==> src/rtl/bas_pkg.sv <==
package bas_pkg;

  // Beat counter width: four beats per burst
  localparam int BEAT_W   = 2;
  localparam int BEAT_CNT = 1 << BEAT_W;

  typedef enum logic {
    ORD_LINEAR     = 1'b0,
    ORD_INTERLEAVE = 1'b1
  } order_e;

  // Linear order: add the beat count to the start offset, wrap naturally
  function automatic logic [BEAT_W-1:0] pos_linear(
    input logic [BEAT_W-1:0] start,
    input logic [BEAT_W-1:0] beat
  );
    return start + beat;
  endfunction

  // Interleaved order: flip start offset bits by the beat count
  function automatic logic [BEAT_W-1:0] pos_interleave(
    input logic [BEAT_W-1:0] start,
    input logic [BEAT_W-1:0] beat
  );
    return start ^ beat;
  endfunction

  // Chip enables are active only in one combination
  function automatic logic enables_active(
    input logic ce1_n,
    input logic ce2,
    input logic ce3_n
  );
    return (!ce1_n) && ce2 && (!ce3_n);
  endfunction

endpackage

==> src/rtl/bas_start_gate.sv <==
module bas_start_gate (
  input  logic cpu_start_n,
  input  logic ctl_start_n,
  input  logic adv_n,
  input  logic ce1_n,
  input  logic ce2,
  input  logic ce3_n,
  output logic cpu_take,
  output logic ctl_take,
  output logic load,
  output logic step
);
  import bas_pkg::*;

  logic ce_ok;

  always_comb begin
    ce_ok    = enables_active(ce1_n, ce2, ce3_n);
    // processor strobe needs ce1_n low explicitly, and wins over controller
    cpu_take = (!cpu_start_n) && (!ce1_n) && ce_ok;
    ctl_take = (!ctl_start_n) && ce_ok && !cpu_take;
    load     = cpu_take || ctl_take;
    // advance applies only when no start is taken
    step     = (!adv_n) && !load;
  end

endmodule

==> src/rtl/bas_beat_ctr.sv <==
module bas_beat_ctr #(
  parameter int ADDR_W = 18
) (
  input  logic                       clk,
  input  logic                       rst_n,
  input  logic                       load,
  input  logic                       step,
  input  logic [ADDR_W-1:0]          addr_in,
  output logic [ADDR_W-1:0]          base_q,
  output logic [bas_pkg::BEAT_W-1:0] beat_q
);
  import bas_pkg::*;

  logic [ADDR_W-1:0] base_d;
  logic [BEAT_W-1:0] beat_d;

  always_comb begin
    base_d = base_q;
    beat_d = beat_q;
    if (load) begin
      base_d = addr_in;
      beat_d = '0;
    end else if (step) begin
      beat_d = beat_q + BEAT_W'(1);
    end
  end

  always_ff @(posedge clk or negedge rst_n) begin
    if (!rst_n) begin
      base_q <= '0;
      beat_q <= '0;
    end else begin
      base_q <= base_d;
      beat_q <= beat_d;
    end
  end

  AST_LOAD_BASE: assert property (@(posedge clk) disable iff (!rst_n)
    load |=> base_q == $past(addr_in));
  AST_LOAD_BEAT_ZERO: assert property (@(posedge clk) disable iff (!rst_n)
    load |=> beat_q == '0);
  AST_BASE_HELD: assert property (@(posedge clk) disable iff (!rst_n)
    !load |=> $stable(base_q));
  AST_STEP_ONE: assert property (@(posedge clk) disable iff (!rst_n)
    step |=> beat_q == BEAT_W'($past(beat_q) + BEAT_W'(1)));
  AST_SUSPEND: assert property (@(posedge clk) disable iff (!rst_n)
    (!load && !step) |=> $stable(beat_q));
  AST_LOAD_STEP_EXCL: assert property (@(posedge clk) disable iff (!rst_n)
    !(load && step));

endmodule

==> src/rtl/bas_order_map.sv <==
module bas_order_map (
  input  logic [bas_pkg::BEAT_W-1:0] start_pos,
  input  logic [bas_pkg::BEAT_W-1:0] beat,
  input  logic                       order_sel,
  output logic [bas_pkg::BEAT_W-1:0] low_addr
);
  import bas_pkg::*;

  logic [BEAT_W-1:0] lin_pos;
  logic [BEAT_W-1:0] ilv_pos;

  always_comb begin
    lin_pos  = pos_linear(start_pos, beat);
    ilv_pos  = pos_interleave(start_pos, beat);
    low_addr = (order_e'(order_sel) == ORD_INTERLEAVE) ? ilv_pos : lin_pos;
  end

  // beat 0 must present the loaded offset in both orders
  always_comb begin
    if (beat == '0) begin
      AST_BEAT0_IS_START: assert (low_addr == start_pos);
    end
  end

endmodule

==> src/rtl/burst_addr_seq.sv <==
module burst_addr_seq #(
  parameter int ADDR_W = 18
) (
  input  logic              clk,
  input  logic              rst_n,
  input  logic [ADDR_W-1:0] addr_in,
  input  logic              cpu_start_n,
  input  logic              ctl_start_n,
  input  logic              adv_n,
  input  logic              ce1_n,
  input  logic              ce2,
  input  logic              ce3_n,
  input  logic              order_sel,
  output logic [ADDR_W-1:0] addr_out
);
  import bas_pkg::*;

  localparam int UPPER_W = ADDR_W - BEAT_W;

  logic              cpu_take;
  logic              ctl_take;
  logic              load;
  logic              step;
  logic [ADDR_W-1:0] base_q;
  logic [BEAT_W-1:0] beat_q;
  logic [BEAT_W-1:0] low_addr;

  bas_start_gate u_gate (
    .cpu_start_n (cpu_start_n),
    .ctl_start_n (ctl_start_n),
    .adv_n       (adv_n),
    .ce1_n       (ce1_n),
    .ce2         (ce2),
    .ce3_n       (ce3_n),
    .cpu_take    (cpu_take),
    .ctl_take    (ctl_take),
    .load        (load),
    .step        (step)
  );

  bas_beat_ctr #(.ADDR_W(ADDR_W)) u_ctr (
    .clk     (clk),
    .rst_n   (rst_n),
    .load    (load),
    .step    (step),
    .addr_in (addr_in),
    .base_q  (base_q),
    .beat_q  (beat_q)
  );

  bas_order_map u_map (
    .start_pos (base_q[BEAT_W-1:0]),
    .beat      (beat_q),
    .order_sel (order_sel),
    .low_addr  (low_addr)
  );

  assign addr_out = {base_q[ADDR_W-1:BEAT_W], low_addr};

  AST_GATED_HOLD: assert property (@(posedge clk) disable iff (!rst_n)
    ((ce1_n || !ce2 || ce3_n) && adv_n) |=> $stable(addr_out));
  AST_CPU_IGNORED: assert property (@(posedge clk) disable iff (!rst_n)
    (ce1_n && ctl_start_n && adv_n) |=> $stable(addr_out));
  AST_UPPER_KEPT: assert property (@(posedge clk) disable iff (!rst_n)
    !load |=> addr_out[ADDR_W-1:BEAT_W] == $past(addr_out[ADDR_W-1:BEAT_W]));
  AST_SINGLE_WINNER: assert property (@(posedge clk) disable iff (!rst_n)
    $onehot0({cpu_take, ctl_take}));

  if (UPPER_W < 1) begin : g_bad_width
    initial $error("ADDR_W must exceed the beat width");
  end

endmodule

==> config.mk <==
export PLATFORM = sky130hd
export DESIGN_NAME = burst_addr_seq
export DESIGN_NICKNAME = d
export VERILOG_FILES = /design/src/rtl/bas_pkg.sv /design/src/rtl/bas_start_gate.sv /design/src/rtl/bas_beat_ctr.sv /design/src/rtl/bas_order_map.sv /design/src/rtl/burst_addr_seq.sv
export SDC_FILE = /design/constraint.sdc
export NUM_CORES = 1
export LEC_CHECK = 0
export BUFFER_PORTS_ARGS = -buffer_cell sky130_fd_sc_hd__buf_2
export CAP_MARGIN = 15
export CORE_MARGIN = 4
export CORE_UTILIZATION = 49
export CTS_CLUSTER_SIZE = 8
export DETAILED_ROUTE_END_ITERATION = 8
export GPL_ROUTABILITY_DRIVEN = 0
export GPL_TIMING_DRIVEN = 0
export PLACE_DENSITY = 0.83
export SLEW_MARGIN = 20
export SYNTH_ARGS = -nofsm -noshare
export SYNTH_HDL_FRONTEND = slang
export SYNTH_SLANG_ARGS = --single-unit
==> constraint.sdc <==
create_clock -name clk -period 1.24 [get_ports clk]
set_clock_uncertainty 0.05 [all_clocks]
set_input_delay 0 -clock clk [delete_from_list [all_inputs] [get_ports clk]]
set_output_delay 0 -clock clk [all_outputs]
set_load 0.02 [all_outputs]
* Yosys cells after proc, flatten, opt, wreduce, memory -nomap -nowiden
Index checks and enable logic that the tools add are counted.
** Word-level totals
- Register bits after elaboration :: 20
- Input bits :: 27
- Output and inout bits :: 18
- Word-level logic and storage cells :: 24
** Operators by class
- Add/sub/neg operators :: 2
- Multiplexer cells :: 3
- Bitwise operators :: 1
- Reductions and logical operators :: 16
** Operators with widths (count)
- 1-bit logical AND :: 7
- 1-bit logical NOT :: 7
- 2-bit 2-to-1 mux :: 3
- 2-bit by 1-bit adder with 2-bit output (second input constant) :: 1
- 2-bit adder :: 1
- 2-bit nonzero test :: 1
- 2-bit bitwise XOR :: 1
- 1-bit logical OR :: 1

* Logic depth before layout (Yosys ltp)
Gate-level depths: netlist of run 1.
- Depth after elaboration :: 11
- Gate-level depth with buffers :: 4
- Mapped depth without buffers :: 3

* Cells and area by module
Synthesis of run 1 repeated with hierarchy kept, for this count alone.
** Second synthesis, totals
- Cell total of the unflattened synthesis :: 56
- Area total of the unflattened synthesis :: 908.4 µm²
** Modules (own cells, without submodules)
- bas_beat_ctr :: times used 1, cells each 45, area an instance 828.3 µm², sequential area each 500.5 µm²
- bas_start_gate :: times used 1, cells each 7, area an instance 43.8 µm², sequential area each 0.0 µm²
- bas_order_map :: times used 1, cells each 4, area an instance 36.3 µm², sequential area each 0.0 µm²

* Least setup slack after synthesis of run 1
Ideal clock, no wire load.
- Path type :: register to output
- Start :: register u_ctr.base_q[0]
- End :: output addr_out[1]
- Arrival time :: 1.042 ns
- Data required time :: 1.190 ns
- Slack :: 0.148 ns
- Stages on the path, launching flop included :: 4
- Path buffers :: 0
- Cells stage by stage :: dfrtp_1 ha_1 nor2b_1 xnor2_1
** On the way
- Cells in the longest elaborated chain, start to end :: 2
** RTL lines
- start: declaration :: RTL line bas_beat_ctr.sv:9 : output logic [ADDR_W-1:0] base_q,
- start signal: assignment :: RTL line bas_beat_ctr.sv:33 : base_q <= base_d;
- 2-bit adder :: RTL line bas_pkg.sv:17 : return start + beat;
- 2-bit 2-to-1 mux :: RTL line bas_order_map.sv:15 : low_addr = (order_e'(order_sel) == ORD_INTERLEAVE) ? ilv_pos : lin_pos;
- end: declaration :: RTL line burst_addr_seq.sv:14 : output logic [ADDR_W-1:0] addr_out
No other way between the ends.

* Worst setup path in the final report of run 1
- Start :: register u_ctr.beat_q[0] (netlist name)
- End :: output addr_out[1]
** On the way
- Cells in the longest elaborated chain, start to end :: 2
** RTL lines
- start: declaration :: RTL line bas_beat_ctr.sv:10 : output logic [bas_pkg::BEAT_W-1:0] beat_q
- start signal: assignment :: RTL line bas_beat_ctr.sv:34 : beat_q <= beat_d;
- 2-bit adder :: RTL line bas_pkg.sv:17
- 2-bit 2-to-1 mux :: RTL line bas_order_map.sv:15
No other way between the ends.

==> out/qor.yml, run 1 <==
critical_path:
  r2r-end: "u_ctr.base_q[0]"
  crit_arrival_ns: 1.35
  cp.required_ns: 1.19
  critical_path.top_delay_family: "flip-flops"
  rr_worst_depth: 2
  worstSetupPathType: "flip-flop to output pin"
  cp_num_buf_inv: 1
  cp.depth: 4
  path_cells: "ha_2 -> nor2b_4 -> xnor2_2 -> buf_4"
  start_kind: "flip-flop"
  r2r-start: "u_ctr.base_q[0]"
  path_max_fanout: 3
  endpoint: "addr_out[1]"
  cp_slowest_cell: "dfrtp_1"
  startpoint: "u_ctr.beat_q[0]"
  max_stage_delay_ns: 0.43
  end_kind: "output pin"
  reg2reg_slack_ns: 0.30
detailed_routing:
  drtIter0Drc: 2
  vias: 729
  dr.pass1.iters: 4
  via_per_inst: 4.42
  drc: 0
  wl_per_cell_um: 14.9
  drtAntennaViolNets: 0
  wl_mm: 2.45
power_and_ir_drop:
  swShare: 0.299
  switchingPower_uw: 741
  internal_power_uw: 1740
  vdd_drop_max_v: 0.000986
  pwr-share-comb: 0.420
  power_density_nw_per_um2: 1590
  seqPwrFrac: 0.368
  leakagePower_uw: 0.000835
  clockPowerShare: 0.212
floorplan:
  die-area_sq_um: 2840
  die_w_um: 53.3
  core_area_sq_um: 1960
  die_h_um: 53.3
  initial_utilization: 0.511
  num_rows: 16
  ios: 45
clock_network:
  clock_latency_ns: 0.30
  cts_tree: "built"
  root_buffer: "clkbuf_4"
  htreeDepth: 1
  cts_buffers: 3
  path_clk_slew_ns: 0.11
  cts_sinks: 20
  clockBufferDepth: 2
placement:
  placed_cell_area_sq_um: 1260
  port_buffers: 44
  dpl.hpwl_mm: 1.38
logic_synthesis:
  synth_area_sq_um: 1000
  synth_cells: 68
  synth.avg_cell_area_sq_um: 14.8
  synth.ff_latch_count: 20
  yosysSeqAreaShare: 0.499
  synth_nets: 96
  yosysUniqueCellTypes: 13
  ys_warn_count: 0
timing:
  fmax_mhz: 716
  rsz0062_at_grt: "true"
  setup_ws_ns: -0.158
  finalHoldViolCount: 0
  finalCritPeriodShare: 1.13
  min_period_ns: 1.40
  worst_pin_slew_ns: 0.438
  slew_headroom: 0.708
  holdWs_ns: 0.100
  finalSetupViolations: 2
  drv_slew: 0
layout:
  final_common_cell: "buf_2"
  multiInputGateArea_sq_um: 385
  design_area_sq_um: 1550
  fin_util: 0.792
  final_net_count: 166
  seq_area_sq_um: 500
  drive_gt1_frac: 0.664
  mostFrequentLayoutCells: "42 x buf_2, 20 x dlygate4sd3_1, 20 x dfrtp_1, 18 x mux2_4, 18 x buf_4"
  syn2layout_area_growth_pct: 54.9
  fillers: 133
min_path:
  hold_path.class: "primary input to asynchronous set/reset pin"
global_routing:
  grt_max_degree: 21
  grt_pass1_vias: 777
  grt_pass1_wl_mm: 3.56
  track_usage: 0.183
  antenna_found_initial: 0
  grt-ovfl-total: 0
outcome:
  failed_checks: "setup timing"
  outcome: "complete, but fails checks"
job:
  maxCapViolations: 0
## routing by layer
metal  GRT usage  share of wire  up-vias
met1       0.185           0.33      352
li1            -              -      348
met4      0.0979          0.026        0
met3      0.0366          0.043        6
met2       0.345           0.60       23
met5           0              0        -
## synthesized netlist by cell type
library cell / number / area, sq um
xnor2_1: 3 / 26.3
buf_4: 16 / 120
nor2b_1: 1 / 6.26
nand3_2: 1 / 10.0
buf_6: 2 / 22.5
and2_1: 1 / 6.26
nor2_2: 1 / 6.26
and3_1: 1 / 6.26
dfrtp_1: 20 / 500
ha_1: 1 / 12.5
nand2b_1: 2 / 12.5
nand2_1: 1 / 3.75
mux2_4: 18 / 270
## cell families after synthesis
family	share of synthesized area
DFF	0.499
xor gates and xnor gates	0.0262
and+or+nand+nor	0.0511
muxes	0.269
buffers and inverters	0.142
adders and majority gates	0.0125
## per-stage QoR
stage | worst slack [ns] | TNS [ns] | total power [uW] | std cells
2_1_floorplan | 0.148 | 0 | 1550 | 68
3_3_place_gp | 0.221 | 0 | 1750 | 139
3_5_place_dp | 0.151 | 0 | 1790 | 139
4_1_cts | -0.157 | -0.157 | 2420 | 164
5_1_grt | -0.193 | -0.212 | 2580 | 164
6_report | -0.158 | -0.159 | 2480 | 165
## registers in the layout, indices dropped and copies added (netlist names)
register	cells
u_ctr.beat_q	2
u_ctr.base_q	18
## worst min path at each step
stage | start | slack, ns | to
finish | rst_n | 0.10 | u_ctr.base_q[14]
global route | rst_n | 0.13 | u_ctr.base_q[14]
CTS | rst_n | 0.11 | u_ctr.base_q[14]
detailed placement | rst_n | -0.09 | u_ctr.base_q[14]
global placement | rst_n | -0.09 | u_ctr.base_q[12]
floorplan | rst_n | -0.35 | u_ctr.base_q[0]
## layout make-up
type	instances	share of cell area
Tap cell	27	0.0217
Buffer	18	0.0918
Multi-Input combinational cell	30	0.248
Clock buffer	3	0.0145
Clock inverter	1	0.0193
Antenna cell	1	0.00161
Timing Repair Buffer	65	0.281
Sequential cell	20	0.322
## timing repair
| action | 4_1_cts | 5_1_grt |
|---|---|---|
| hold buffers | 20 | 0 |
| buffers inserted | 1 | 0 |
| endpoints found under the hold margin | 39 | 0 |
| pin swaps | 2 | 2 |
| gates resized for setup | 6 | 2 |
| cloned | 0 | 0 |
| setup endpoints to repair | 1 | 2 |
## power groups by stage
stage	clock, uW	sequential (uW)	combinational, uW
floorplan	0	879	667
global placement	0	897	855
detailed placement	0	908	880
CTS	534	895	996
global route	560	929	1100
finish	526	911	1040
No activity file was read; power rests on OpenSTA's default activity.
==> inputs of run 2 (changes only) <==
SETUP_SLACK_MARGIN = 0.5   (was not set)
==> run 2 against run 1 <==
Effect of this change:
- global-route usage up 1.2 points
- the flow finishes with violations (hold timing, setup timing)
- cell count up 0.61%
- setup slack better by 0.013 ns
- non-clock buffer count up 2
- register-to-register slack worse by 0.21 ns
- sequential power up 4.2%
- via count up 5.2%
- largest power group unchanged
- critical endpoint unchanged
- die area unchanged
==> out/qor.yml, run 2 (same netlist as run 1, synthesis figures left out) <==
outcome:
  outcome: "complete, but fails checks"
  failed_checks: "hold timing, setup timing"
critical_path:
  worstSetupPathType: "flip-flop to output pin"
  path_max_fanout: 2  # -1
  start_kind: "flip-flop"
  end_kind: "output pin"
  crit_arrival_ns: 1.33  # -0.02 ns
  cp.required_ns: 1.19  # about the same
detailed_routing:
  drtAntennaViolNets: 0  # unchanged
  dr.pass1.iters: 4  # unchanged
  drc: 0  # unchanged
  via_per_inst: 4.62  # +4.6%
  wl_mm: 2.92  # +19%
  vias: 767  # +5.2%
  wl_per_cell_um: 17.6  # +18%
  drtIter0Drc: 10  # +8
timing:
  drv_slew: 0  # unchanged
  holdWs_ns: -0.146  # -0.246 ns
  finalCritPeriodShare: 1.12  # -0.0108
  slew_headroom: 0.691  # -0.0169
  finalSetupViolations: 1  # -1
  min_period_ns: 1.38  # -0.0134 ns
  rsz0062_at_grt: "true"
  setup_ws_ns: -0.144  # +0.0134 ns
  worst_pin_slew_ns: 0.464  # +0.0253 ns
  finalHoldViolCount: 16  # +16
  fmax_mhz: 722  # +0.97%
  tns_ns: -0.144  # +0.0151 ns
global_routing:
  antenna_found_initial: 0  # unchanged
  grt-ovfl-total: 0  # unchanged
  grt_pass1_wl_mm: 3.88  # +8.9%
  track_usage: 0.196  # +0.0125
  grt_pass1_vias: 846  # +8.9%
  grt_max_degree: 21  # unchanged
clock_network:
  clockBufferDepth: 2  # unchanged
  cts_sinks: 20  # unchanged
  path_clk_slew_ns: 0.13  # +0.02 ns
  cts_buffers: 3  # unchanged
  root_buffer: "clkbuf_4"
  htreeDepth: 1  # unchanged
  hold_buffers: 4  # -80%
  cts_tree: "built"
  clock_latency_ns: 0.30  # about the same
layout:
  drive_gt1_frac: 0.791  # +0.127
  diodes: 0  # -1
  final_net_count: 168  # +1.2%
  fin_util: 0.888  # +0.0957
  top_register: "u_ctr.base_q"
  reg_top3: "u_ctr.base_q: 18 flops, u_ctr.beat_q: 2 flops"
  syn2layout_area_growth_pct: 73.6
  mostFrequentLayoutCells: "43 x buf_6, 26 x buf_2, 20 x dfrtp_1, 18 x mux2_4, 11 x buf_4"
  design_area_sq_um: 1740  # +12%
  largest_register_ffs: 18  # unchanged
  final_common_cell: "buf_6"
placement:
  port_buffers: 44  # unchanged
  dpl.hpwl_mm: 1.43  # +4.1%
  placed_cell_area_sq_um: 1300  # +3.6%
floorplan:
  ios: 45  # unchanged
  core_area_sq_um: 1960  # unchanged
  die-area_sq_um: 2840  # unchanged
  die_h_um: 53.3  # unchanged
  die_w_um: 53.3  # unchanged
  num_rows: 16  # unchanged
  initial_utilization: 0.511  # unchanged
power_and_ir_drop:
  vdd_drop_max_v: 0.00118  # +20%
  power_density_nw_per_um2: 1660  # +4.4%
  leakagePower_uw: 0.000921  # +10%
  finalPower_uw: 2900  # +17%
min_path:
  hold_path.class: "primary input to flip-flop"
job:
  maxCapViolations: 0  # unchanged
[run 2: per-stage QoR]
stage          setup slack, ns  instances
6_report                -0.144        166
5_1_grt                 -0.176        166
4_1_cts                 -0.102        162
3_5_place_dp             0.195        139
3_3_place_gp             0.205        139
2_1_floorplan            0.315         68
[run 2: final cells by class]
type / count / area (sq um)
Buffer: 18 / 206
Clock buffer: 4 / 36.3
Fill cell: 82 / 220
Multi-Input combinational cell: 30 / 419
Sequential cell: 20 / 500
Tap cell: 27 / 33.8
Timing Repair Buffer: 67 / 546
[run 2: per-layer routing]
metal | part of all wire | track usage | up-vias
li1 | - | - | 352
met1 | 0.38 | 0.229 | 385
met2 | 0.56 | 0.361 | 24
met3 | 0.033 | 0.0169 | 6
met4 | 0.020 | 0.0766 | 0
met5 | 0 | 0 | -
[run 2: report_power, final]
group	switching [uW]	internal [uW]	leakage [uW]
sequential	148	800	0.000238
combinational	544	1010	0.000663
clock	217	179	0.0000210
total	909	1990	0.000921
[run 2: worst paths after layout]
path                             startpoint                to  slack, ns  cells past startpoint
hold reg to reg            u_ctr.base_q[15]  u_ctr.base_q[15]       0.50                      1
hold / removal                  addr_in[11]  u_ctr.base_q[11]      -0.15                      2
min in group asynchronous             rst_n  u_ctr.base_q[12]       0.12                      2
max in group asynchronous             rst_n  u_ctr.base_q[10]       0.68                      2
setup / recovery            u_ctr.base_q[1]       addr_out[1]      -0.14                      3
setup reg to reg            u_ctr.beat_q[0]   u_ctr.beat_q[0]       0.09                      4
[run 2: critical path: stages, from the launching register on]
cell     delay (ns)
dfrtp_1        0.44
xnor2_2        0.29
xnor2_4        0.15
buf_6          0.13
[run 2: what timing repair did]
item | in CTS | in global routing
pin swaps | 3 | 1
endpoints found under the setup margin | 38 | 38
hold endpoints to repair | 39 | 16
gates resized for setup | 53 | 9
gates cloned | 0 | 0
buffers inserted | 15 | 4
==> inputs of run 3 (changes only) <==
CORE_UTILIZATION = 51   (was 49)
CTS_BUF_LIST = sky130_fd_sc_hd__clkbuf_2 sky130_fd_sc_hd__clkbuf_4 sky130_fd_sc_hd__clkbuf_8   (was not set)
MAX_ROUTING_LAYER = met4   (was not set)
PLACE_DENSITY = 0.86   (was 0.83)
==> run 3 against run 2 <==
Effect of this change:
- the run now fails in global routing
- area after synthesis unchanged
- synthesized cell count is the same
==> out/qor.yml, run 3 <==
logic_synthesis:
  synth_nets: 96  # unchanged
  async_flop_share: 1.00  # unchanged
  synth.most_common_cell: "dfrtp_1"
  synthTopCellsByCount: "20 x dfrtp_1, 18 x mux2_4, 16 x buf_4"
  yosysUniqueCellTypes: 13  # unchanged
  synth_cells: 68  # unchanged
  synth.avg_cell_area_sq_um: 14.8  # unchanged
  synth-edff-count: 0  # unchanged
  yosysSeqAreaShare: 0.499  # unchanged
  yosys.area.top_type: "dfrtp_1"
  ys_warn_count: 0  # unchanged
  synth_area_sq_um: 1000  # unchanged
  yosys-top-cells-area: "dfrtp_1 50%, mux2_4 27%, buf_4 12%, xnor2_1 2.6%, buf_6 2.2%"
  synth_top_area_share: 0.499  # unchanged
  synth.ff_latch_count: 20  # unchanged
  ys.flop_type: "dfrtp_1"
floorplan:
  die_w_um: 52.4  # -1.7%
  die_h_um: 52.4  # -1.7%
  ios: 45  # unchanged
  num_rows: 15  # -1
  initial_utilization: 0.557  # +0.0455
placement:
  port_buffers: 44  # unchanged
  placed_cells: 137  # -1.4%
  dpl.hpwl_mm: 1.37  # -4.3%
  placed_cell_area_sq_um: 1300  # -0.19%
timing:
  worstEpCategory: "output port"
  grt-worst-endpoint: "addr_out[1]"
outcome:
  outcome: "did not finish"
  error: "[ERROR DPL-0033] detailed placement checks failed during check placement."
  stop_stage: "global routing"
global_routing:
  grt_max_degree: 21
  antenna_found_initial: 0
clock_network:
  cts_buffers: 3  # unchanged
  root_buffer: "clkbuf_4"
  cts_sinks: 20  # unchanged
  clockBufferDepth: 2  # unchanged
  htreeDepth: 1  # unchanged
run 3: cell counts after synthesis:
No cell type changed its count.
run 3: metrics by stage:
step / utilization / setup TNS (ns) / setup WS (ns)
after floorplan: - / 0 / 0.315
after detailed placement: 0.722 / 0 / 0.165
after CTS: 0.901 / -0.102 / -0.102
after global placement: 0.722 / 0 / 0.206
run 3: cells by family after synthesis:
family	after synthesis	synth area share
adder cells (fa/ha/maj)	1	0.0125
AND/OR/NAND/NOR	8	0.0511
XOR/XNOR	3	0.0262
multiplexers	18	0.269
buffers and inverters	18	0.142
flip-flops	20	0.499
run 3: timing repair:
item                                   4_1_cts
endpoints found under the hold margin       39
gates resized for setup                     54
hold buffers                                 2
setup buffers                               11
setup endpoints to repair                   38
pin swaps                                    4
==> inputs of run 4 (changes only) <==
CORE_AREA = 4 4 65 67   (was not set)
CORE_MARGIN = not set   (was 4)
CORE_UTILIZATION = not set   (was 51)
CTS_BUF_LIST = not set   (was sky130_fd_sc_hd__clkbuf_2 sky130_fd_sc_hd__clkbuf_4 sky130_fd_sc_hd__clkbuf_8)
CTS_CLUSTER_SIZE = not set   (was 8)
DIE_AREA = 0 0 69 71   (was not set)
MAX_ROUTING_LAYER = not set   (was met4)
PLACE_DENSITY = not set   (was 0.86)
PLACE_DENSITY_LB_ADDON = 0.15   (was not set)
SETUP_SLACK_MARGIN = not set   (was 0.5)
==> run 4 against run 3 <==
Effect of this change:
- the flow now finishes, with violations (setup timing)
==> out/qor.yml, run 4 (same netlist as run 1, synthesis figures left out) <==
timing:
  drv_slew: 0
  finalCritPeriodShare: 1.04
  finalSetupViolations: 1
  min_period_ns: 1.30
  fmax_mhz: 772
  rsz0062_at_grt: "true"
  finalHoldViolCount: 0
  slew_headroom: 0.691
  tns_ns: -0.0553
  worst_pin_slew_ns: 0.464
  setup_ws_ns: -0.0553
floorplan:
  die_w_um: 69  # +32%
  core_area_sq_um: 3630
  initial_utilization: 0.276  # -0.281
  ios: 45  # unchanged
  num_rows: 22  # +7
  die-area_sq_um: 4900
  die_h_um: 71  # +36%
critical_path:
  max_stage_delay_ns: 0.40
  path_cells: "ha_2 -> nor2b_4 -> xnor2_2 -> buf_4"
  worstSetupPathType: "flip-flop to output pin"
  start_kind: "flip-flop"
  cp_slowest_cell: "dfrtp_1"
  end_kind: "output pin"
  rr_worst_depth: 4
  path_max_fanout: 2
  cp_num_buf_inv: 1
  cp.required_ns: 1.19
  crit_arrival_ns: 1.25
  cp.depth: 4
  critical_path.top_delay_family: "flip-flops"
power_and_ir_drop:
  leakagePower_uw: 0.000830
  pwr-share-comb: 0.414
  switchingPower_uw: 694
  finalPower_uw: 2360
  power_density_nw_per_um2: 1510
  internal_power_uw: 1660
  clockPowerShare: 0.208
  swShare: 0.294
  seqPwrFrac: 0.378
  vdd_drop_max_v: 0.000533
global_routing:
  antenna_found_initial: 0
  track_usage: 0.0903
  grt_max_degree: 21
  grt_pass1_wl_mm: 3.59
  grt-ovfl-total: 0
  grt_pass1_vias: 761
detailed_routing:
  wl_mm: 2.01
  wl_per_cell_um: 10.9
  dr.pass1.iters: 4
  drc: 0
  drtAntennaViolNets: 0
  drtIter0Drc: 8
  vias: 703
  via_per_inst: 3.80
placement:
  port_buffers: 44  # unchanged
  place_ws_ns: 0.195  # +0.0297 ns
  dpl.hpwl_mm: 1.36  # -0.95%
outcome:
  failed_checks: "setup timing"
  outcome: "complete, but fails checks"
layout:
  largest_register_ffs: 18
  seq_area_sq_um: 500
  drive_gt1_frac: 0.664
  top_register: "u_ctr.base_q"
  syn2layout_area_growth_pct: 55.9
  fillers: 344
  final_common_cell: "buf_2"
  final_net_count: 166
  multiInputGateArea_sq_um: 378
  diodes: 0
  reg_top3: "u_ctr.base_q: 18 flops, u_ctr.beat_q: 2 flops"
  mostFrequentLayoutCells: "43 x buf_2, 20 x dfrtp_1, 19 x buf_4, 19 x dlygate4sd3_1, 18 x mux2_4"
clock_network:
  htreeDepth: 1  # unchanged
  clockBufferDepth: 2  # unchanged
  clock_latency_ns: 0.25
  path_clk_slew_ns: 0.07
  cts_buffers: 3  # unchanged
  cts_sinks: 20  # unchanged
  cts_tree: "built"
  root_buffer: "clkbuf_8"
min_path:
  hold_path.class: "primary input to flip-flop"
  min_path_cells: 3
job:
  maxCapViolations: 0
-- run 4: per-layer routing --
layer / wire, um / global-route usage / part of all wire
met5: 0 / 0 / 0
met4: 5 / 0.0325 / 0.0025
met3: 160 / 0.0341 / 0.079
met2: 926 / 0.144 / 0.46
met1: 921 / 0.111 / 0.46
-- run 4: worst paths after layout --
kind                                 start                to  slack, ns
max                        u_ctr.beat_q[0]       addr_out[1]      -0.06
min                                  adv_n   u_ctr.beat_q[0]       0.04
max reg2reg                u_ctr.beat_q[0]   u_ctr.beat_q[1]       0.23
min reg2reg                u_ctr.base_q[8]   u_ctr.base_q[8]       0.46
max in group asynchronous            rst_n  u_ctr.base_q[16]       0.65
min in group asynchronous            rst_n   u_ctr.base_q[9]       0.18
-- run 4: power by group through the flow --
stage / registers, uW / logic, uW / clock network, uW
after global routing: 914 / 1050 / 550
final: 891 / 975 / 491
after global placement: 900 / 866 / 0
after detailed placement: 901 / 879 / 0
after CTS: 894 / 960 / 527
after floorplan: 879 / 667 / 0
-- run 4: metrics by stage --
stage	util	cell area (sq um)	hold WS, ns	cells
after detailed placement	0.353	1280	-0.0657	160
after global placement	0.353	1280	-0.0685	160
final	0.430	1560	0.0410	185
after CTS	0.426	1550	0.0322	185
after global routing	0.430	1560	0.0504	185
after floorplan	-	1000	-0.346	68
-- run 4: cell type report --
cell class | instances | share of cell area
Timing Repair Buffer | 65 | 0.274
Tap cell | 48 | 0.0384
Buffer | 18 | 0.0912
Multi-Input combinational cell | 30 | 0.242
Clock buffer | 4 | 0.0352
Sequential cell | 20 | 0.320
-- run 4: worst register-to-register path: cells and delay by family, from the launching register on --
kind | cells | cell delay (ns)
DFF | 1 | 0.40
xor gates and xnor gates | 1 | 0.07
and+or+nand+nor | 2 | 0.24
buffers and inverters | 1 | 0.14
-- run 4: what timing repair did --
item                                    4_1_cts  5_1_grt
endpoints found under the hold margin        38        0
hold buffers                                 19        0
resized for setup                             2        3
endpoints found under the setup margin        1        1
buffers inserted                              2        0
pin swaps                                     0        2
